===== config.mk =====
export PLATFORM = sky130hd
export DESIGN_NAME = usbrx_top
export DESIGN_NICKNAME = d
export VERILOG_FILES = /design/src/rtl/usbrx_pkg.sv /design/src/rtl/usbrx_sync.sv /design/src/rtl/usbrx_hunt.sv /design/src/rtl/usbrx_deser.sv /design/src/rtl/usbrx_top.sv
export SDC_FILE = /design/constraint.sdc
export NUM_CORES = 1
export LEC_CHECK = 0
export CELL_PAD_IN_SITES_DETAIL_PLACEMENT = 1
export CELL_PAD_IN_SITES_GLOBAL_PLACEMENT = 1
export CORE_AREA = 2 2 65 92
export CTS_BUF_LIST = sky130_fd_sc_hd__clkbuf_4 sky130_fd_sc_hd__clkbuf_8 sky130_fd_sc_hd__clkbuf_16
export CTS_CLUSTER_SIZE = 30
export DETAILED_ROUTE_END_ITERATION = 8
export DIE_AREA = 0 0 67 94
export GPL_TIMING_DRIVEN = 0
export PLACE_DENSITY_LB_ADDON = 0.1
export SYNTH_ARGS = -nofsm -noshare
export SYNTH_HDL_FRONTEND = slang
export SYNTH_SLANG_ARGS = --single-unit

===== constraint.sdc =====
create_clock -name clk_i -period 2.8 [get_ports clk_i]
set_clock_uncertainty 0.15 [all_clocks]
set_input_delay 0.7 -clock clk_i [delete_from_list [all_inputs] [get_ports clk_i]]
set_output_delay 0.7 -clock clk_i [all_outputs]
set_load 0.05 [all_outputs]

===== src/rtl/usbrx_pkg.sv =====
package usbrx_pkg;
    localparam int BYTE_W = 8;

    typedef enum logic [1:0] {
        HS_IDLE,
        HS_CHECK,
        HS_RETRY,
        HS_DATA
    } hunt_state_e;
endpackage


===== src/rtl/usbrx_sync.sv =====
module usbrx_sync #(
    parameter int W      = 2,
    parameter int STAGES = 2
) (
    input  logic         clk_i,
    input  logic         rst_ni,
    input  logic [W-1:0] async_i,
    output logic [W-1:0] sync_o
);
    logic [W-1:0] stage_d [STAGES];
    logic [W-1:0] stage_q [STAGES];

    always_comb begin
        stage_d[0] = async_i;
        for (int i = 1; i < STAGES; i++) begin
            stage_d[i] = stage_q[i-1];
        end
    end

    generate
        for (genvar g = 0; g < STAGES; g++) begin : g_stage
            always_ff @(posedge clk_i or negedge rst_ni) begin
                if (!rst_ni) stage_q[g] <= '0;
                else         stage_q[g] <= stage_d[g];
            end
        end
    endgenerate

    assign sync_o = stage_q[STAGES-1];
endmodule


===== src/rtl/usbrx_hunt.sv =====
module usbrx_hunt
    import usbrx_pkg::*;
#(
    parameter int BIT_CLKS  = 10,
    parameter int RETRY_WIN = 20
) (
    input  logic clk_i,
    input  logic rst_ni,
    input  logic dp_i,
    input  logic dm_i,
    input  logic stop_i,
    output logic lock_o,
    output logic samp_o,
    output logic sync_err_o
);
    localparam int CHK_AT = BIT_CLKS + BIT_CLKS / 2;
    localparam int CMAX   = (CHK_AT > RETRY_WIN) ? CHK_AT : RETRY_WIN;
    localparam int CNT_W  = $clog2(CMAX + 1);

    typedef struct packed {
        hunt_state_e      st;
        logic [CNT_W-1:0] cnt;
        logic             dm_last;
        logic             serr;
    } hunt_regs_t;

    hunt_regs_t r_d, r_q;
    logic fall;

    always_comb begin
        r_d     = r_q;
        r_d.serr    = 1'b0;
        r_d.dm_last = dm_i;
        lock_o  = 1'b0;
        samp_o  = 1'b0;
        fall    = r_q.dm_last && !dm_i;
        case (r_q.st)
            HS_IDLE: begin
                if (fall) begin
                    r_d.st  = HS_CHECK;
                    r_d.cnt = CNT_W'(1);
                end
            end
            HS_CHECK: begin
                if (r_q.cnt == CNT_W'(CHK_AT)) begin
                    r_d.cnt = CNT_W'(1);
                    if (dp_i && !dm_i) begin
                        r_d.st = HS_DATA;
                        lock_o = 1'b1;
                    end else begin
                        r_d.st = HS_RETRY;
                    end
                end else begin
                    r_d.cnt = r_q.cnt + 1'b1;
                end
            end
            HS_RETRY: begin
                if (fall) begin
                    r_d.st  = HS_CHECK;
                    r_d.cnt = CNT_W'(1);
                end else if (r_q.cnt == CNT_W'(RETRY_WIN)) begin
                    r_d.st   = HS_IDLE;
                    r_d.serr = 1'b1;
                end else begin
                    r_d.cnt = r_q.cnt + 1'b1;
                end
            end
            default: begin
                if (r_q.cnt == CNT_W'(BIT_CLKS)) begin
                    samp_o  = 1'b1;
                    r_d.cnt = CNT_W'(1);
                    if (stop_i) r_d.st = HS_IDLE;
                end else begin
                    r_d.cnt = r_q.cnt + 1'b1;
                end
            end
        endcase
    end

    always_ff @(posedge clk_i or negedge rst_ni) begin
        if (!rst_ni) r_q <= '{st: HS_IDLE, cnt: '0, dm_last: 1'b0, serr: 1'b0};
        else         r_q <= r_d;
    end

    assign sync_err_o = r_q.serr;
endmodule


===== src/rtl/usbrx_deser.sv =====
module usbrx_deser
    import usbrx_pkg::*;
#(
    parameter int BUF_BYTES = 8,
    parameter int STUFF_RUN = 6
) (
    input  logic              clk_i,
    input  logic              rst_ni,
    input  logic              dp_i,
    input  logic              dm_i,
    input  logic              lock_i,
    input  logic              samp_i,
    output logic              stop_o,
    output logic [BYTE_W-1:0] data_o,
    output logic              valid_o,
    output logic              eop_o,
    output logic              abort_o
);
    localparam int ONES_W = $clog2(STUFF_RUN + 1);
    localparam int NB_W   = $clog2(BUF_BYTES + 1);
    localparam int BIDX_W = $clog2(BYTE_W);

    typedef struct packed {
        logic              prev_dm;
        logic [ONES_W-1:0] ones;
        logic [BIDX_W-1:0] bitn;
        logic [BYTE_W-1:0] sh;
        logic [NB_W-1:0]   nbytes;
        logic [BYTE_W-1:0] data;
        logic              valid;
        logic              eop;
        logic              ovf;
    } deser_regs_t;

    deser_regs_t r_d, r_q;
    logic se0, stuffed, dbit;

    always_comb begin
        r_d       = r_q;
        r_d.valid = 1'b0;
        r_d.eop   = 1'b0;
        r_d.ovf   = 1'b0;
        stop_o    = 1'b0;
        se0       = !dp_i && !dm_i;
        stuffed   = (r_q.ones == ONES_W'(STUFF_RUN));
        dbit      = (dm_i == r_q.prev_dm);
        if (lock_i) begin
            r_d.prev_dm = 1'b0;
            r_d.ones    = ONES_W'(1);
            r_d.bitn    = '0;
            r_d.nbytes  = '0;
        end else if (samp_i) begin
            if (se0 && (stuffed || r_q.bitn != '0)) begin
                r_d.eop = 1'b1;
                stop_o  = 1'b1;
            end else if (stuffed) begin
                r_d.ones    = '0;
                r_d.prev_dm = dm_i;
            end else begin
                r_d.prev_dm = dm_i;
                r_d.ones    = dbit ? r_q.ones + 1'b1 : '0;
                r_d.sh      = {dbit, r_q.sh[BYTE_W-1:1]};
                if (r_q.bitn == BIDX_W'(BYTE_W - 1)) begin
                    r_d.bitn = '0;
                    if (r_q.nbytes == NB_W'(BUF_BYTES)) begin
                        r_d.ovf = 1'b1;
                        stop_o  = 1'b1;
                    end else begin
                        r_d.data   = r_d.sh;
                        r_d.valid  = 1'b1;
                        r_d.nbytes = r_q.nbytes + 1'b1;
                    end
                end else begin
                    r_d.bitn = r_q.bitn + 1'b1;
                end
            end
        end
    end

    always_ff @(posedge clk_i or negedge rst_ni) begin
        if (!rst_ni) r_q <= '0;
        else         r_q <= r_d;
    end

    assign data_o  = r_q.data;
    assign valid_o = r_q.valid;
    assign eop_o   = r_q.eop;
    assign abort_o = r_q.ovf;
endmodule


===== src/rtl/usbrx_top.sv =====
module usbrx_top
    import usbrx_pkg::*;
#(
    parameter int BIT_CLKS  = 10,
    parameter int BUF_BYTES = 8,
    parameter int RETRY_WIN = 2 * BIT_CLKS,
    parameter int STUFF_RUN = 6
) (
    input  logic              clk_i,
    input  logic              rst_ni,
    input  logic              dp_i,
    input  logic              dm_i,
    output logic [BYTE_W-1:0] data_o,
    output logic              valid_o,
    output logic              eop_o,
    output logic              abort_o,
    output logic              sync_err_o
);
    logic [1:0] line_s;
    logic lock, samp, stop;

    usbrx_sync #(.W(2), .STAGES(2)) u_sync (
        .clk_i   (clk_i),
        .rst_ni  (rst_ni),
        .async_i ({dp_i, dm_i}),
        .sync_o  (line_s)
    );

    usbrx_hunt #(.BIT_CLKS(BIT_CLKS), .RETRY_WIN(RETRY_WIN)) u_hunt (
        .clk_i      (clk_i),
        .rst_ni     (rst_ni),
        .dp_i       (line_s[1]),
        .dm_i       (line_s[0]),
        .stop_i     (stop),
        .lock_o     (lock),
        .samp_o     (samp),
        .sync_err_o (sync_err_o)
    );

    usbrx_deser #(.BUF_BYTES(BUF_BYTES), .STUFF_RUN(STUFF_RUN)) u_deser (
        .clk_i   (clk_i),
        .rst_ni  (rst_ni),
        .dp_i    (line_s[1]),
        .dm_i    (line_s[0]),
        .lock_i  (lock),
        .samp_i  (samp),
        .stop_o  (stop),
        .data_o  (data_o),
        .valid_o (valid_o),
        .eop_o   (eop_o),
        .abort_o (abort_o)
    );
endmodule


==> results.txt, run 1 <==
----------------------------------------------------
[Run]
  # Max-Cap Violations ... 0

[GRT]
  Largest net degree at the start of global routing ... 25
  Total congestion overflow ... 0
  GR Util All Layers ... 15.9%
  Initial antenna violation count ... 0
  Wire length of the first global-routing pass ... 7440 um
  Number of global-route vias before repair ... 1578

[STA]
  Achievable clock frequency ... 0.419 GHz
  Tmin final ... 2390 ps
  Post-layout worst setup margin ... 413 ps
  Fin. max-slew vios ... 0
  Final Hold Viols ... 0
  Number of setup violations in the final report ... 0
  RSZ-0062 raised after global routing ... false
  Period utilisation layout ... 85.3%
  Post-route setup TNS ... 0 ps
  Transition at the pin with the smallest max-transition slack ... 669 ps
  Headroom to the max-slew limit ... 55.2%

[Placed design]
  Global placer's final weighted congestion ... 0.757
  Placed Area ... 0.00238 sq mm
  Port Buffer Count ... 15
  Worst Setup Slack post-DPL ... 455 ps
  Estimated wirelength of the detail-placed design ... 3360 um

[Synth]
  Top area cells in the synthesized netlist ... dfrtp_1 49%, mux2_2 9.0%, ha_1 7.1%
  Most frequent cell after synthesis ... dfrtp_1
  Unique masters post-synth ... 48
  Most instantiated cells after synthesis ... 42 x dfrtp_1, 17 x mux2_2, 14 x inv_1
  Syn_nets ... 196
  Share of the synthesized area in the top cell type ... 49.4%
  Post-synthesis instance total ... 180
  Share of the yosys chip area belonging to registers ... 49.4%
  Number of synthesized register bits ... 42
  Total number of yosys warnings ... 0
  Cell area after technology mapping ... 0.00213 sq mm
  Flip-flop cell with the highest count after synthesis ... dfrtp_1
  Number of flops mapped to enable cells by yosys ... 0
  Library cell occupying the most area in the post-synthesis netlist ... dfrtp_1
  Share of flip-flops with an asynchronous set or reset after synthesis ... 100%
  Synthesized area per cell ... 11.8 sq um

[Critical path]
  Arrival @ worst endpoint ... 1540 ps
  Count of buffer and inverter cells on the critical path ... 2
  Max stage delay cell, worst path ... clkdlybuf4s50_1
  Kind of critical path ... reg2out
  FF-to-FF End ... u_deser.data_o[7]
  Launching element type of the critical path ... flop
  Critical path, cell by cell ... buf_4, clkdlybuf4s50_1
  Worst-case reg-to-reg path depth ... 6
  Critical Path Max Stage Delay ... 790 ps
  Launch point of the worst reg-to-reg path ... u_deser.r_q[26]
  Worst path required time ... 1950 ps
  Crit path capture type ... output pin
  Worst reg2reg setup slack ... 470 ps
  Maximum fanout along the worst path ... 2
  Cell class contributing the biggest share of worst-path delay ... buffers and inverters

[Power and ir drop]
  Total power draw ... 1.56 mW
  Largest voltage drop on the vdd net ... 0.244 mV
  Static leakage ... 1.15 nW
  Power density over the cells ... 625 mW/mm^2

[Die]
  Die Span X ... 67 um
  Starting utilization of the core area ... 39.1%
  Row Count ... 32
  Die Area ... 0.00630 sq mm
  Die Ht ... 94 um
  Core area ... 0.00545 sq mm
  Number of I/O pins ... 16

[Routing]
  Drt initial violations ... 51
  Post-route antenna net violation count ... 0
  Detailed-route wire length per cell ... 16.0 um
  Routed via count divided by cell count ... 5.32
  Via count ... 1441
  Post-Route WL ... 4330 um
  DRC violations left ... 0
  Detailed-router iteration count before antenna repair ... 4

[Clock tree]
  Number of H-tree branching levels ... 2
  Total CTS buffers ... 5
  Clock root buffer master ... clkbuf_8
  CTS sink count ... 42
  TritonCTS clock tree ... built
  Setup repair bufs after CTS ... 0
  Clock transition at path regs ... 70 ps
  PostCTS Resize Cnt ... 0
  CTS Buffer Depth ... 2
  Hold buffers post-CTS ... 0
  Clock latency of the later-clocked register in the worst-skew pair ... 290 ps

[Cells and area]
  Area Overhead vs Synth ... 17.1%
  Fraction of final layout cells sized beyond drive strength 1 ... 23.6%
  Number of nets in the layout ... 219
  Number of inserted diodes ... 0
  Cell area after layout ... 0.00249 sq mm
  Final cell utilization of the core ... 45.7%
  FILL cells ... 608

[Min path]
  HP Class ... in2async

[Status]
  Outcome ... finished clean

----------------------------------------------------
==> registers in the layout (all words and copies together) (netlist names) <==
| name | cells |
|---|---|
| u_deser.r_q | 18 |
| u_deser.data_o | 8 |
| u_hunt.r_q | 8 |
| u_sync.stage_d | 2 |
| u_sync.sync_o | 2 |
| u_deser.abort_o | 1 |
| u_deser.eop_o | 1 |
| u_deser.valid_o | 1 |
| u_hunt.sync_err_o | 1 |
==> cell families (layout without fill, tap and decap cells) <==
family | count (synthesis) | in the layout | synth area share (%)
and+or+nand+nor | 46 | 46 | 13.6
buffers and inverters | 27 | 50 | 7.12
xor gates and xnor gates | 1 | 1 | 0.412
AOI/OAI and AO/OA | 32 | 32 | 12.0
adders and majority gates | 12 | 12 | 7.06
muxes | 20 | 20 | 10.4
DFF | 42 | 42 | 49.4
==> how the worst max path moves through the flow <==
stage	from	cells past startpoint	end
after floorplan	u_deser.r_q[26]	7	u_deser.r_q[16]
after global placement	rst_ni	1	u_deser.data_o[6]
after detailed placement	u_hunt.r_q[2]	6	u_deser.data_o[2]
after CTS	u_deser.data_o[5]	2	data_o[5]
after global routing	u_deser.r_q[26]	6	u_deser.data_o[0]
final	u_deser.data_o[4]	2	data_o[4]
==> report_power, final <==
part / leakage [nW] / internal [mW] / switching, mW
Clock: 0.0573 / 0.285 / 0.201
Combinational: 0.528 / 0.150 / 0.197
Sequential: 0.563 / 0.666 / 0.0568
Total: 1.15 / 1.10 / 0.455
==> placed cells by master (no fill, tap or decap), types with 3 or more instances in the layout <==
master / netlist / routed
dfrtp_1: 42 / 42
mux2_2: 17 / 17
inv_1: 14 / 14
clkdlybuf4s50_1: 0 / 14
ha_1: 12 / 12
buf_4: 9 / 9
nand2_1: 8 / 8
nor2_1: 7 / 7
clkbuf_8: 0 / 6
nand3_1: 5 / 5
a21oi_1: 5 / 5
nand3b_1: 4 / 4
o211ai_1: 4 / 4
nand2b_1: 3 / 3
o21ai_0: 3 / 3
mux2i_1: 3 / 3
==> area by class of cell <==
| cell class | count | area, sq um | share of cell area [%] |
|---|---|---|---|
| Clock inverter | 1 | 30.0 | 1.21 |
| Inverter | 14 | 52.6 | 2.11 |
| Multi-Input combinational cell | 111 | 925 | 37.1 |
| Timing Repair Buffer | 16 | 165 | 6.63 |
| Buffer | 13 | 98.8 | 3.97 |
| Tap cell | 68 | 85.1 | 3.42 |
| Sequential cell | 42 | 1050 | 42.2 |
| Clock buffer | 6 | 82.6 | 3.32 |
==> worst register-to-register path: cells and delay by family (launching register included) <==
family	cells	cell delay (ps)
DFF	1	410
and+or+nand+nor	2	770
adders and majority gates	1	210
muxes	1	400
AOI/OAI and AO/OA	1	220
buffers and inverters	1	60
==> metal layers <==
metal  track usage (%)  vias up  routed length (um)
li1                  -      677                   -
met1              16.4      744                1640
met2              30.3       16                2540
met3              3.72        4                  96
met4              5.10        0                  53
met5                 0        -                   0
==> metrics by stage <==
step	instances	hold WS [ps]
floorplan	180	181
global placement	263	182
detailed placement	264	194
CTS	271	205
global route	271	211
finish	271	199
(Power assumes the default switching activity.)
==> run 2, diff against run 1 <==
--- a/config.mk
+++ b/config.mk
@@ -7,11 +7,11 @@
 export LEC_CHECK = 0
 export CELL_PAD_IN_SITES_DETAIL_PLACEMENT = 1
 export CELL_PAD_IN_SITES_GLOBAL_PLACEMENT = 1
-export CORE_AREA = 2 2 65 92
+export CORE_AREA = 2 2 69 98
 export CTS_BUF_LIST = sky130_fd_sc_hd__clkbuf_4 sky130_fd_sc_hd__clkbuf_8 sky130_fd_sc_hd__clkbuf_16
 export CTS_CLUSTER_SIZE = 30
 export DETAILED_ROUTE_END_ITERATION = 8
-export DIE_AREA = 0 0 67 94
+export DIE_AREA = 0 0 71 100
 export GPL_TIMING_DRIVEN = 0
 export PLACE_DENSITY_LB_ADDON = 0.1
 export SYNTH_ARGS = -nofsm -noshare
==> results.txt, run 2 (synthesis results as in run 1) <==
----------------------------------------------------
[Die]
  Die Ht ... 100 um
  Core area ... 0.00635 sq mm
  Row Count ... 35
  Number of I/O pins ... 16
  Die Area ... 0.00710 sq mm
  Die Span X ... 71 um
  Starting utilization of the core area ... 33.5%

[STA]
  Period utilisation layout ... 86.1%
  Final Hold Viols ... 0
  Post-route setup TNS ... 0 ps
  Transition at the pin with the smallest max-transition slack ... 734 ps
  Tmin final ... 2410 ps
  RSZ-0062 raised after global routing ... false
  Number of setup violations in the final report ... 0
  Headroom to the max-slew limit ... 50.8%
  Fin. max-slew vios ... 0
  Smallest hold slack ... 89.0 ps
  Achievable clock frequency ... 0.415 GHz

[Clock tree]
  CTS Buffer Depth ... 2
  TritonCTS clock tree ... built
  Setup repair bufs after CTS ... 0
  Hold buffers post-CTS ... 0
  CTS sink count ... 42
  Number of H-tree branching levels ... 2
  PostCTS Resize Cnt ... 0
  Clock root buffer master ... clkbuf_8
  Total CTS buffers ... 5
  Clock transition at path regs ... 80 ps
  Clock latency of the later-clocked register in the worst-skew pair ... 290 ps

[Cells and area]
  Most frequent cells in the layout ... 42 x dfrtp_1, 17 x mux2_2, 14 x inv_1, 14 x clkdlybuf4s50_1, 12 x ha_1
  Commonest non-fill, non-tap cell in the layout ... dfrtp_1
  Number of flip-flops in the largest register ... 18
  Area Overhead vs Synth ... 18.6%
  Fraction of final layout cells sized beyond drive strength 1 ... 24.0%
  Number of inserted diodes ... 0
  Final cell utilization of the core ... 39.7%
  Register with the highest flop count ... u_deser.r_q
  Final non-filler cell total ... 278
  Number of nets in the layout ... 219

[GRT]
  Met3 routing resource usage after global routing ... 3.01%
  Met2 Use GR ... 26.5%
  Total congestion overflow ... 0
  Largest net degree at the start of global routing ... 37
  Busiest grt layer ... met2
  Global routing usage on met1 ... 15.1%
  Wire length of the first global-routing pass ... 7660 um
  Number of global-route vias before repair ... 1586
  GR Util All Layers ... 13.9%
  Initial antenna violation count ... 0

[Critical path]
  Critical path, cell by cell ... buf_4, clkdlybuf4s50_1
  Cell class contributing the biggest share of worst-path delay ... buffers and inverters
  Kind of critical path ... reg2out
  Crit path capture type ... output pin
  FF-to-FF End ... u_deser.r_q[21]
  Arrival @ worst endpoint ... 1560 ps
  Launch point of the worst reg-to-reg path ... u_deser.r_q[26]
  Count of buffer and inverter cells on the critical path ... 2
  Worst-case reg-to-reg path depth ... 7
  Maximum fanout along the worst path ... 2
  Critical Path Max Stage Delay ... 790 ps
  Launching element type of the critical path ... flop
  Worst reg2reg setup slack ... 470 ps
  Worst path required time ... 1950 ps
  Max stage delay cell, worst path ... clkdlybuf4s50_1

[Power and ir drop]
  Largest voltage drop on the vdd net ... 0.292 mV
  Part of the total power dissipated in sequential elements ... 44.0%
  Combinational group share of total power ... 21.1%
  Design internal power ... 1.17 mW
  Part of the power in the clock network ... 34.9%
  Static leakage ... 1.16 nW
  Sw Ratio ... 28.4%
  Switching power ... 0.466 mW
  Power density over the cells ... 650 mW/mm^2

[Routing]
  Drt initial violations ... 19
  Via count ... 1423
  DRC violations left ... 0
  Detailed-router iteration count before antenna repair ... 5
  Post-route antenna net violation count ... 0
  Post-Route WL ... 4380 um
  Routed via count divided by cell count ... 5.12
  Detailed-route wire length per cell ... 15.7 um

[Placed design]
  Total instance count after detailed placement ... 270
  Global placer's final weighted congestion ... 0.824
  Estimated wirelength of the detail-placed design ... 3360 um
  Port Buffer Count ... 15

[Run]
  # Max-Cap Violations ... 0

[Min path]
  HP Class ... in2async

[Status]
  Outcome ... finished clean

----------------------------------------------------
-- run 2: metrics by stage --
| stage | worst slack (ps) | power [mW] | instance area [sq um] |
|---|---|---|---|
| after global placement | -254 | 1.06 | 2370 |
| after floorplan | 747 | 0.981 | 2130 |
| after global routing | 269 | 1.75 | 2520 |
| after CTS | 374 | 1.67 | 2520 |
| after detailed placement | 446 | 1.09 | 2380 |
| final | 390 | 1.64 | 2520 |
-- run 2: cell type report --
cell class | instances | area (sq um)
flip-flops and latches | 42 | 1050
repair buffers | 16 | 165
plain buffers | 13 | 98.8
clock inverters | 3 | 68.8
multi-input cells | 111 | 925
fillers | 684 | 3830
inverters | 14 | 52.6
clock buffers | 5 | 68.8
well taps | 74 | 92.6
-- run 2: worst max path at each step --
stage | depth (start not counted) | end | from
after floorplan | 7 | u_deser.r_q[16] | u_deser.r_q[26]
after global placement | 1 | u_deser.data_o[4] | rst_ni
after detailed placement | 7 | u_deser.r_q[21] | u_deser.r_q[26]
after CTS | 2 | data_o[0] | u_deser.data_o[0]
after global routing | 6 | u_hunt.r_q[4] | u_hunt.r_q[2]
final | 2 | data_o[0] | u_deser.data_o[0]
-- run 2: routing by layer --
| layer | wire length, um | part of all wire (%) |
|---|---|---|
| met5 | 0 | 0 |
| met4 | 70 | 1.6 |
| met3 | 110 | 2.5 |
| met2 | 2480 | 57 |
| met1 | 1710 | 39 |
-- run 2: power groups by stage --
stage               sequential, mW  clock (mW)  combinational [mW]
floorplan                    0.719           0               0.262
global route                 0.731       0.622               0.400
global placement             0.731           0               0.331
finish                       0.722       0.572               0.345
detailed placement           0.735           0               0.355
CTS                          0.723       0.596               0.356
==> run 3, diff against run 2 <==
--- a/config.mk
+++ b/config.mk
@@ -14,6 +14,7 @@
 export DIE_AREA = 0 0 71 100
 export GPL_TIMING_DRIVEN = 0
 export PLACE_DENSITY_LB_ADDON = 0.1
+export SLEW_MARGIN = 20
 export SYNTH_ARGS = -nofsm -noshare
 export SYNTH_HDL_FRONTEND = slang
 export SYNTH_SLANG_ARGS = --single-unit
==> results.txt, run 3 (synthesis results as in run 1) <==
----------------------------------------------------
[Status]
  Outcome ... finished clean

[STA]
  Tmin final ... 2410 ps
  Transition at the pin with the smallest max-transition slack ... 723 ps
  Smallest hold slack ... 210 ps
  Headroom to the max-slew limit ... 51.5%
  Final Hold Viols ... 0
  RSZ-0062 raised after global routing ... false
  Achievable clock frequency ... 0.415 GHz
  Period utilisation layout ... 86.0%
  Fin. max-slew vios ... 0
  Post-layout worst setup margin ... 391 ps
  Post-route setup TNS ... 0 ps
  Number of setup violations in the final report ... 0

[Cells and area]
  Register with the highest flop count ... u_deser.r_q
  Number of flip-flops in the largest register ... 18
  Cell area after layout ... 0.00253 sq mm
  Area Overhead vs Synth ... 18.9%
  Fraction of final layout cells sized beyond drive strength 1 ... 24.0%
  Number of inserted diodes ... 0
  Most frequent cells in the layout ... 42 x dfrtp_1, 17 x mux2_2, 14 x inv_1, 14 x clkdlybuf4s50_1, 12 x ha_1
  Commonest non-fill, non-tap cell in the layout ... dfrtp_1
  Number of nets in the layout ... 219

[Routing]
  Routed via count divided by cell count ... 5.20
  Drt initial violations ... 27
  Via count ... 1445
  DRC violations left ... 0
  Detailed-router iteration count before antenna repair ... 4
  Detailed-route wire length per cell ... 15.8 um
  Post-Route WL ... 4400 um
  Post-route antenna net violation count ... 0

[Die]
  Die Area ... 0.00710 sq mm
  Starting utilization of the core area ... 33.5%
  Die Ht ... 100 um
  Core area ... 0.00635 sq mm
  Number of I/O pins ... 16
  Die Span X ... 71 um
  Row Count ... 35

[Power and ir drop]
  Total power draw ... 1.65 mW
  Combinational group share of total power ... 21.1%
  Sw Ratio ... 28.7%
  Switching power ... 0.473 mW
  Power density over the cells ... 651 mW/mm^2
  Design internal power ... 1.17 mW
  Part of the total power dissipated in sequential elements ... 43.8%
  Part of the power in the clock network ... 35.1%
  Static leakage ... 1.16 nW
  Largest voltage drop on the vdd net ... 0.258 mV

[GRT]
  Number of global-route vias before repair ... 1572
  Largest net degree at the start of global routing ... 23
  Initial antenna violation count ... 0
  Total congestion overflow ... 0
  GR Util All Layers ... 14.2%
  Wire length of the first global-routing pass ... 7800 um

[Min path]
  Startpoint of the tightest hold check path ... u_sync.stage_d[0]
  Number of stages on the worst hold path ... 0
  Worst min-delay path endpoint ... u_sync.sync_o[0]
  HP Class ... reg2reg

[Critical path]
  Worst-case reg-to-reg path depth ... 7
  Worst reg2reg setup slack ... 440 ps
  Maximum fanout along the worst path ... 2
  Launching element type of the critical path ... flop
  FF-to-FF End ... u_deser.r_q[20]
  Kind of critical path ... reg2out
  Launch point of the worst reg-to-reg path ... u_deser.r_q[26]
  Arrival @ worst endpoint ... 1560 ps
  Worst Setup SP ... u_deser.data_o[0]
  Crit path capture type ... output pin
  Worst path required time ... 1950 ps

[Clock tree]
  CTS sink count ... 42
  Clock transition at path regs ... 80 ps
  Hold buffers post-CTS ... 0
  PostCTS Resize Cnt ... 0
  Clock root buffer master ... clkbuf_8
  TritonCTS clock tree ... built
  Total CTS buffers ... 5
  Number of H-tree branching levels ... 2
  Setup repair bufs after CTS ... 0
  CTS Buffer Depth ... 2
  Clock latency of the later-clocked register in the worst-skew pair ... 300 ps

[Placed design]
  Placed Area ... 0.00239 sq mm
  Estimated wirelength of the detail-placed design ... 3390 um
  Worst Setup Slack post-DPL ... 451 ps
  Global placer's final weighted congestion ... 0.824
  Port Buffer Count ... 15

[Run]
  # Max-Cap Violations ... 0

----------------------------------------------------
## run 3: cell types whose count changed in the layout (fill, tap and decap cells not counted)
cell / previous run / this run
buf_12: 1 / 0
buf_16: 0 / 1
## run 3: worst max path at each step
stage                        end  slack, ps  cells after the start
3_5_place_dp     u_deser.r_q[21]        450                      7
2_1_floorplan    u_deser.r_q[16]        750                      7
4_1_cts                data_o[0]        370                      2
6_report               data_o[0]        390                      2
5_1_grt          u_deser.r_q[19]        280                      7
3_3_place_gp   u_deser.data_o[4]       -250                      1
## run 3: power by group through the flow
stage          Clock [mW]  Combinational [mW]  Sequential (mW)
2_1_floorplan           0               0.262            0.719
3_3_place_gp            0               0.331            0.731
3_5_place_dp            0               0.359            0.735
4_1_cts             0.597               0.359            0.723
5_1_grt             0.624               0.402            0.731
6_report            0.578               0.348            0.721
## run 3: worst max-delay path: stages, from the launching register on
cell,delay [ps]
dfrtp_1,370
buf_4,110
clkdlybuf4s50_1,790
## run 3: cell type report
class | instances | area [sq um]
Sequential cell | 42 | 1050
Clock inverter | 3 | 68.8
Timing Repair Buffer | 16 | 173
Fill cell | 681 | 3820
Inverter | 14 | 52.6
Tap cell | 74 | 92.6
Buffer | 13 | 98.8
Clock buffer | 5 | 68.8
Multi-Input combinational cell | 111 | 925
## run 3: metal layers
layer	GRT usage, %	routed length, um
met5	0	0
met2	26.7	2500
met1	15.1	1700
met3	3.11	97
met4	5.95	103
## run 3: metrics by stage
| step | util [%] | std cells |
|---|---|---|
| 2_1_floorplan | - | 180 |
| 3_3_place_gp | 37.3 | 269 |
| 3_5_place_dp | 37.7 | 270 |
| 4_1_cts | 39.8 | 278 |
| 5_1_grt | 39.8 | 278 |
| 6_report | 39.8 | 278 |
